## src/rtl/errstat_pkg.sv

```systemverilog
// Shared constants for the dual-domain error status controller.
// Assumes an 8-bit register port with a 2-bit address.
package errstat_pkg;
    localparam int DATA_W = 8;
    localparam int ADDR_W = 2;
    localparam int CTRL_W = 6;

    localparam logic [ADDR_W-1:0] ADDR_CTRL = 2'd0;
    localparam logic [ADDR_W-1:0] ADDR_MGMT = 2'd1;
    localparam logic [ADDR_W-1:0] ADDR_HOST = 2'd2;

    // Control bit positions (software visible, so fixed)
    localparam int CB_PWM  = 0;
    localparam int CB_COR  = 1;
    localparam int CB_AMA  = 2;
    localparam int CB_AMB  = 3;
    localparam int CB_TACH = 4;

    localparam int BANK_MGMT = 0;
    localparam int BANK_HOST = 1;
    localparam int N_BANK    = 2;
endpackage

```

## src/rtl/errstat_ctrlreg.sv

```systemverilog
// Control register: holds the writable control bits.
// Assumes the caller decodes the address. Read-only bits are not stored here.
module errstat_ctrlreg #(
    parameter int W = 6
) (
    input  logic         clk,
    input  logic         rst_n,
    input  logic         we_i,
    input  logic [W-1:0] wdata_i,
    output logic [W-1:0] q_o
);
    // Hold the control value and load it on a decoded write
    always_ff @(posedge clk) begin
        if (!rst_n)    q_o <= '0;
        else if (we_i) q_o <= wdata_i;
    end


    ctrl_load_chk: assert property (@(posedge clk) disable iff (!rst_n)
        we_i |=> (q_o == $past(wdata_i)));


    ctrl_hold_chk: assert property (@(posedge clk) disable iff (!rst_n)
        !we_i |=> $stable(q_o));
endmodule

```

## src/rtl/errstat_bank.sv

```systemverilog
// One bank of sticky error flags.
// Behaviour:
// - A flag sets on an accepted event.
// - A flag clears through clr_i.
// - When a clear and an event hit the same bit in one cycle, the event wins.
// - When an auto-mask enable is set and the bank's designated flag is already
//   set, every incoming event is discarded.
// Assumes SA and SB are distinct indices below W.
module errstat_bank #(
    parameter int W  = 8,
    parameter int SA = 4,
    parameter int SB = 5
) (
    input  logic         clk,
    input  logic         rst_n,
    input  logic [W-1:0] evt_i,
    input  logic [W-1:0] clr_i,
    input  logic         am_a_i,
    input  logic         am_b_i,
    output logic [W-1:0] stat_o
);
    logic         locked;
    logic [W-1:0] accepted;

    // Lockout uses the flags as they stand before this cycle's update
    always_comb begin
        locked   = (am_a_i && stat_o[SA]) || (am_b_i && stat_o[SB]);
        accepted = locked ? '0 : evt_i;
    end

    // Sticky flag storage: clear first, then OR in accepted events
    always_ff @(posedge clk) begin
        if (!rst_n) stat_o <= '0;
        else        stat_o <= (stat_o & ~clr_i) | accepted;
    end


    sticky_chk: assert property (@(posedge clk) disable iff (!rst_n)
        1'b1 |=> ((stat_o & $past(stat_o & ~clr_i)) == $past(stat_o & ~clr_i)));


    no_spurious_set_chk: assert property (@(posedge clk) disable iff (!rst_n)
        1'b1 |=> (((stat_o & ~$past(stat_o)) & ~$past(evt_i)) == '0));


    event_wins_chk: assert property (@(posedge clk) disable iff (!rst_n)
        (!(am_a_i && stat_o[SA]) && !(am_b_i && stat_o[SB]))
            |=> ((stat_o & $past(evt_i)) == $past(evt_i)));


    mask_a_hold_chk: assert property (@(posedge clk) disable iff (!rst_n)
        (am_a_i && stat_o[SA]) |=> ((stat_o & ~$past(stat_o)) == '0));


    mask_b_hold_chk: assert property (@(posedge clk) disable iff (!rst_n)
        (am_b_i && stat_o[SB]) |=> ((stat_o & ~$past(stat_o)) == '0));
endmodule

```

## src/rtl/errstat_ctrl.sv

```systemverilog
// Dual-domain error status controller, top level.
// Structure:
// - Two sticky banks share one event vector.
// - A control register selects the management clear mode, the auto-masks,
//   the PWM override and the tachometer edge field.
// - Read data is combinational from addr.
// Clear-on-read clears the bits returned, at the edge of the read strobe.
// Assumes N_EVT equals the register data width.
module errstat_ctrl
    import errstat_pkg::*;
#(
    parameter int N_EVT = DATA_W,
    parameter int SPEC_A = 4,
    parameter int SPEC_B = 5
) (
    input  logic              clk,
    input  logic              rst_n,
    input  logic [N_EVT-1:0]  evt_i,
    input  logic              wr_en,
    input  logic              rd_en,
    input  logic [ADDR_W-1:0] addr,
    input  logic [DATA_W-1:0] wdata,
    output logic [DATA_W-1:0] rdata,
    input  logic              alert_en,
    output logic              alert_o,
    output logic              pwm_full_o,
    output logic [1:0]        tach_edge_o
);
    logic [CTRL_W-1:0]             ctrl_q;
    logic [N_BANK-1:0][N_EVT-1:0]  stat_q;
    logic [N_BANK-1:0][N_EVT-1:0]  clr;
    logic                          cor_mode;
    logic                          mgmt_any;
    logic                          host_any;

    errstat_ctrlreg #(.W(CTRL_W)) u_ctrl (
        .clk     (clk),
        .rst_n   (rst_n),
        .we_i    (wr_en && addr == ADDR_CTRL),
        .wdata_i (wdata[CTRL_W-1:0]),
        .q_o     (ctrl_q)
    );

    // Derive the clear vector for each bank from the port strobes
    always_comb begin
        cor_mode = ctrl_q[CB_COR];
        clr[BANK_MGMT] = '0;
        if (cor_mode) begin
            if (rd_en && addr == ADDR_MGMT) clr[BANK_MGMT] = stat_q[BANK_MGMT];
        end else if (wr_en && addr == ADDR_MGMT) begin
            clr[BANK_MGMT] = wdata[N_EVT-1:0];
        end
        clr[BANK_HOST] = (wr_en && addr == ADDR_HOST) ? wdata[N_EVT-1:0] : '0;
    end

    for (genvar g = 0; g < N_BANK; g++) begin : g_bank
        errstat_bank #(.W(N_EVT), .SA(SPEC_A), .SB(SPEC_B)) u_bank (
            .clk    (clk),
            .rst_n  (rst_n),
            .evt_i  (evt_i),
            .clr_i  (clr[g]),
            .am_a_i (ctrl_q[CB_AMA]),
            .am_b_i (ctrl_q[CB_AMB]),
            .stat_o (stat_q[g])
        );
    end

    // Summaries, alert and control-driven outputs
    always_comb begin
        mgmt_any    = |stat_q[BANK_MGMT];
        host_any    = |stat_q[BANK_HOST];
        alert_o     = alert_en && mgmt_any;
        pwm_full_o  = ctrl_q[CB_PWM];
        tach_edge_o = ctrl_q[CB_TACH+1:CB_TACH];
    end

    // Read data multiplexer
    always_comb begin
        case (addr)
            ADDR_CTRL: rdata = {mgmt_any, host_any, ctrl_q};
            ADDR_MGMT: rdata = stat_q[BANK_MGMT];
            ADDR_HOST: rdata = stat_q[BANK_HOST];
            default:   rdata = '0;
        endcase
    end


    host_read_keeps_chk: assert property (@(posedge clk) disable iff (!rst_n)
        (rd_en && !wr_en && addr == ADDR_HOST)
            |=> ((stat_q[BANK_HOST] & $past(stat_q[BANK_HOST])) == $past(stat_q[BANK_HOST])));
endmodule

```

## config.mk

```make
export PLATFORM = sky130hd
export DESIGN_NAME = errstat_ctrl
export DESIGN_NICKNAME = d
export VERILOG_FILES = /design/src/rtl/errstat_pkg.sv /design/src/rtl/errstat_ctrlreg.sv /design/src/rtl/errstat_bank.sv /design/src/rtl/errstat_ctrl.sv
export SDC_FILE = /design/constraint.sdc
export NUM_CORES = 1
export LEC_CHECK = 0
export ABC_AREA = 0
export ABC_CLOCK_PERIOD_IN_PS = 4800
export CORE_ASPECT_RATIO = 1.5
export CORE_MARGIN = 2
export CORE_UTILIZATION = 45
export CTS_CLUSTER_DIAMETER = 50
export CTS_CLUSTER_SIZE = 16
export DETAILED_ROUTE_END_ITERATION = 6
export PLACE_DENSITY = 0.83
export SYNTH_ARGS = -nofsm -noshare
export SYNTH_HDL_FRONTEND = slang
export SYNTH_SLANG_ARGS = --single-unit
```

## constraint.sdc

```tcl
create_clock -name clk -period 4.8 [get_ports clk]
set_clock_uncertainty 0.2 [all_clocks]
set_input_delay 1.44 -clock clk [delete_from_list [all_inputs] [get_ports clk]]
set_output_delay 1.44 -clock clk [all_outputs]
set_load 0.005 [all_outputs]
```

**After elaboration in Yosys (flattened, before gate mapping)**

Cells that the tools add are included.

- Register bits after elaboration: 22
- Input bits: 23

- Mux-type cells: 7
- Equality and inequality tests: 2
- Bitwise gates (word level): 6
- Reduce and logical (&&, ||, !) cells: 14

Operators with widths:

| operator | count |
|---|---|
| 8-bit 2-to-1 mux | 6 |
| 8-bit case mux with 3 select lines | 1 |
| 8-bit AND | 2 |
| 8-bit inverter | 2 |
| 8-bit OR | 2 |
| 8-bit OR reduction | 2 |
| 1-bit logical AND | 9 |
| 2-bit by 1-bit equality test with 1-bit output (second input constant) | 1 |
| 2-bit equality test (second input constant) | 1 |
| 2-bit logical NOT | 1 |
| 1-bit logical OR | 2 |

**Longest topological paths before layout**

- Depth after elaboration: 7
- Gate-level depth with buffers: 5
- Depth with buffers taken out: 3

**Modules after synthesis**

Synthesis repeated with hierarchy kept, for this count alone.

- Cell total of the unflattened synthesis: 139
- Area total of the unflattened synthesis: 1,351.3 µm²

Modules (own cells, without submodules):

| module | instances | cells each | area an instance (µm²) |
|---|---|---|---|
| errstat_bank | 2 | 27 | 344.1 |
| errstat_ctrl | 1 | 66 | 434.2 |
| errstat_ctrlreg | 1 | 19 | 229.0 |

**Least setup slack after synthesis**

No wires, ideal clock.

- Path type: input-to-output
- From: in addr[1]
- To: out rdata[7]
- Cell stages on the path: 5
- Arrival: 2.135 ns
- Slack: 1.025 ns
- Cell sequence: buf_6 and2b_2 clkbuf_1 a22oi_1 nand2_1

- Word-level cells in the longest chain between the ends: 2
- Elaborated cells between the ends (all ways): 4

RTL lines:

| item | RTL line | text |
|---|---|---|
| start, declared | errstat_ctrl.sv:21 | `input logic [ADDR_W-1:0] addr,` |
| 2-bit equality test (tied with other cells) | errstat_ctrl.sv:79 | `case (addr)` |
| 8-bit case mux with 3 select lines * | errstat_ctrl.sv:79 |  |
| end, declared | errstat_ctrl.sv:23 | `output logic [DATA_W-1:0] rdata,` |

Every way passes the cells marked *; elsewhere a longest branch is shown, timed or not.

**Final worst setup path**

- From: in addr[0]
- To: out rdata[6]

The elaborated chain is that of the path after synthesis.

==> results_tabular.tex <==
\begin{tabular}{lr}
\hline
Metric & Value \\
\hline
\multicolumn{2}{l}{\textbf{Global route}} \\
Overall Global Routing Usage & 0.224 \\
Largest net degree at the start of global routing & 12 \\
Number of global-route vias before repair & 992 \\
Met1 usage & 0.282 \\
Initial antenna violation count & 0 \\
Global-route met2 utilization & 0.362 \\
Met3 routing resource usage after global routing & 0.0167 \\
Wire length of the first global-routing pass & 4.71 mm \\
Remaining Overflow, GRT & 0 \\
Grt peak-use layer & met2 \\
\multicolumn{2}{l}{\textbf{Final layout}} \\
Diode count & 0 \\
Number of filler cells placed in the layout & 203 \\
Area of combinational cells with multiple inputs & 608 µm² \\
Layout area overhead & 33.3\% \\
Post-layout net count & 171 \\
Area occupied by registers & 440 µm² \\
Layout Cell Area excl Fill & 1490 µm² \\
Layout cells sized above 1 & 0.116 \\
\multicolumn{2}{l}{\textbf{Synthesis}} \\
Largest area contributor in the synthesized netlist & sky130\_fd\_sc\_hd\_\_dfxtp\_1 \\
Top-area cell type share of the netlist area & 0.395 \\
Proportion of synthesized chip area in sequential cells & 0.395 \\
Number of instances in the synthesized netlist & 112 \\
Largest cells by area after synthesis & sky130\_fd\_sc\_hd\_\_dfxtp\_1 40\%, sky130\_fd\_sc\_hd\_\_a32o\_1 14\%, sky130\_fd\_sc\_hd\_\_mux2i\_1 11\% \\
Count of unique library cells instantiated by Yosys & 25 \\
Total standard cell area after synthesis & 1110 µm² \\
Synthesized Nets & 135 \\
Total of warnings raised by yosys & 0 \\
Synthesized flop and latch total & 22 \\
Average footprint of a synthesized cell & 9.95 µm² \\
\multicolumn{2}{l}{\textbf{Clock network}} \\
Max clock buf depth & 2 \\
Count of hold-fix buffers inserted at cts & 0 \\
Clock tree from TritonCTS & built \\
Clock latency at the later pin of the worst-skew pair & 0.31 ns \\
Root buffer cell & sky130\_fd\_sc\_hd\_\_clkbuf\_4 \\
H-tree depth & 1 \\
Clock Sinks & 22 \\
Total clock buffers created by CTS & 3 \\
Worst-path clk slew & 0.11 ns \\
\# Post-CTS Setup Buffers & 0 \\
Post-CTS sizing & 0 \\
\multicolumn{2}{l}{\textbf{Route}} \\
Violation count after the first detailed-routing iteration & 64 \\
Routed vias/inst & 6.24 \\
ANT nets after route & 0 \\
Number of search-and-repair iterations in the first detailed-routing pass & 5 \\
DR WL/cell & 18.1 µm \\
Total vias in the final route & 1061 \\
Final wirelength & 3.08 mm \\
DRC & 0 \\
\multicolumn{2}{l}{\textbf{Worst setup path}} \\
Kind of end point of the critical path & primary output \\
RR Startpoint & u\_ctrl.q\_o[1] \\
Arrival time reported for the critical path endpoint & 3.05 ns \\
Worst reg2reg setup slack & 3.26 ns \\
Type of the worst setup path & in2out \\
Data required, critical path & 3.16 ns \\
Capture instance of the worst register-to-register path & g\_bank[0].u\_bank.stat\_o[4] \\
Biggest fanout along the worst timing path & 6 \\
Critical Path Start Type & primary input \\
Worst R2R Path Depth & 3 \\
\multicolumn{2}{l}{\textbf{Floorplanning}} \\
Ports placed on the boundary & 35 \\
Die Area & 2900 µm² \\
DIE WIDTH & 44.6 µm \\
CORE AREA & 2390 µm² \\
Die Ht & 65.0 µm \\
Placement row count & 22 \\
Initial core utilization & 0.466 \\
\multicolumn{2}{l}{\textbf{Place}} \\
Post-place instance area & 1460 µm² \\
Routability congestion estimate & 0.821 \\
Number of I/O port buffers & 34 \\
HPWL after detailed placement & 2.28 mm \\
\multicolumn{2}{l}{\textbf{Hold path}} \\
Worst hold path class & reg2reg \\
Hold Startpoint & g\_bank[1].u\_bank.stat\_o[0] \\
Number of stages on the worst hold path & 1 \\
WHS Endpoint & g\_bank[1].u\_bank.stat\_o[0] \\
\multicolumn{2}{l}{\textbf{Run status}} \\
Status & complete, no violations \\
\multicolumn{2}{l}{\textbf{Timing}} \\
Final clock period utilization by the worst path & 0.977 \\
Slew margin rel. & 0.515 \\
Peak clock frequency supported by timing & 0.213 GHz \\
Worst Max-Slew Pin Slew & 0.728 ns \\
Final Hold Vio Count & 0 \\
Number of pins exceeding their max-slew limit in the final report & 0 \\
Aggregate negative setup slack & 0 ns \\
Setup repair after global routing missed its margin & false \\
Clock period minus worst slack & 4.69 ns \\
Final setup violating endpoints & 0 \\
\multicolumn{2}{l}{\textbf{Job}} \\
MaxCap Viol Count & 0 \\
\multicolumn{2}{l}{\textbf{Power}} \\
Pwr dens & 262 nW/µm² \\
Max rail drop VDD & 0.191 mV \\
Static leakage power & 0.542 nW \\
\hline
\end{tabular}
## cell usage in the layout, fill, tap and decap left out, types with 2 or more instances in the layout
cell type / instances
sky130_fd_sc_hd__clkdlybuf4s50_1: 34
sky130_fd_sc_hd__nand2_1: 23
sky130_fd_sc_hd__dfxtp_1: 22
sky130_fd_sc_hd__a32o_1: 16
sky130_fd_sc_hd__mux2i_1: 12
sky130_fd_sc_hd__o21ai_0: 6
sky130_fd_sc_hd__nor2_1: 6
sky130_fd_sc_hd__buf_4: 5
sky130_fd_sc_hd__nor4_1: 4
sky130_fd_sc_hd__clkbuf_4: 3
sky130_fd_sc_hd__and2b_2: 2
## synthesized netlist by cell type (all sizes together)
master	n
a22oi	1
a31oi	1
buf	7
o21ai	6
a32o	16
a211oi	1
nor4	4
and2b	2
and4bb	1
a221oi	2
nand2	23
a221o	1
nor2	6
and3b	1
a21boi	1
mux2i	12
a211o	1
clkbuf	1
dfxtp	22
nor3b	1
inv	2
## cell families after synthesis
| family | share of synthesized area |
|---|---|
| compound gates | 0.265 |
| buf+inv | 0.0595 |
| flops | 0.395 |
| mux | 0.108 |
| simple gates | 0.173 |
## state kept, by name, summed over array words and instances (netlist names)
register,count
u_ctrl.q_o,6
g_bank.u_bank.stat_o,16
## routing by layer
metal  share of wire  up-vias
met5               0        -
met4           0.034        0
met3           0.070       11
met2            0.51       56
met1            0.39      496
li1                -      498
## through the flow
stage	worst slack (ns)	power [mW]	util	hold slack, ns	instances
floorplan	1.03	0.260	-	0.283	112
global placement	0.165	0.307	0.611	0.309	167
detailed placement	0.147	0.310	0.611	0.318	167
CTS	0.132	0.390	0.621	0.345	170
global route	0.0551	0.404	0.621	0.360	170
finish	0.112	0.390	0.621	0.342	170
## report_power, final
part / leakage, nW / total [mW] / internal (mW) / switching, mW
Sequential: 0.183 / 0.216 / 0.198 / 0.0175
Clock: 0.0138 / 0.0820 / 0.0294 / 0.0526
Combinational: 0.345 / 0.0919 / 0.0551 / 0.0368
## critical path: stages
cell and delay [ns]:
sky130_fd_sc_hd__clkdlybuf4s50_1 0.50, sky130_fd_sc_hd__buf_4 0.20, sky130_fd_sc_hd__a211oi_1 0.24, sky130_fd_sc_hd__a221o_1 0.17, sky130_fd_sc_hd__clkdlybuf4s50_1 0.50
## cell type report
type,instances,area share
clock buffer,3,0.0152
inverter,2,0.00505
multi-input combinational,80,0.409
sequential,22,0.296
tap,24,0.0202
timing repair buffer,39,0.254
## worst max path at each step
| stage | depth (start not counted) | from | slack, ns | end |
|---|---|---|---|---|
| 3_5_place_dp | 5 | addr[0] | 0.15 | rdata[7] |
| 2_1_floorplan | 5 | addr[1] | 1.03 | rdata[7] |
| 3_3_place_gp | 4 | addr[1] | 0.17 | rdata[6] |
| 6_report | 5 | addr[0] | 0.11 | rdata[6] |
| 5_1_grt | 5 | addr[0] | 0.06 | rdata[7] |
| 4_1_cts | 5 | addr[0] | 0.13 | rdata[7] |
(Power assumes the default switching activity.)
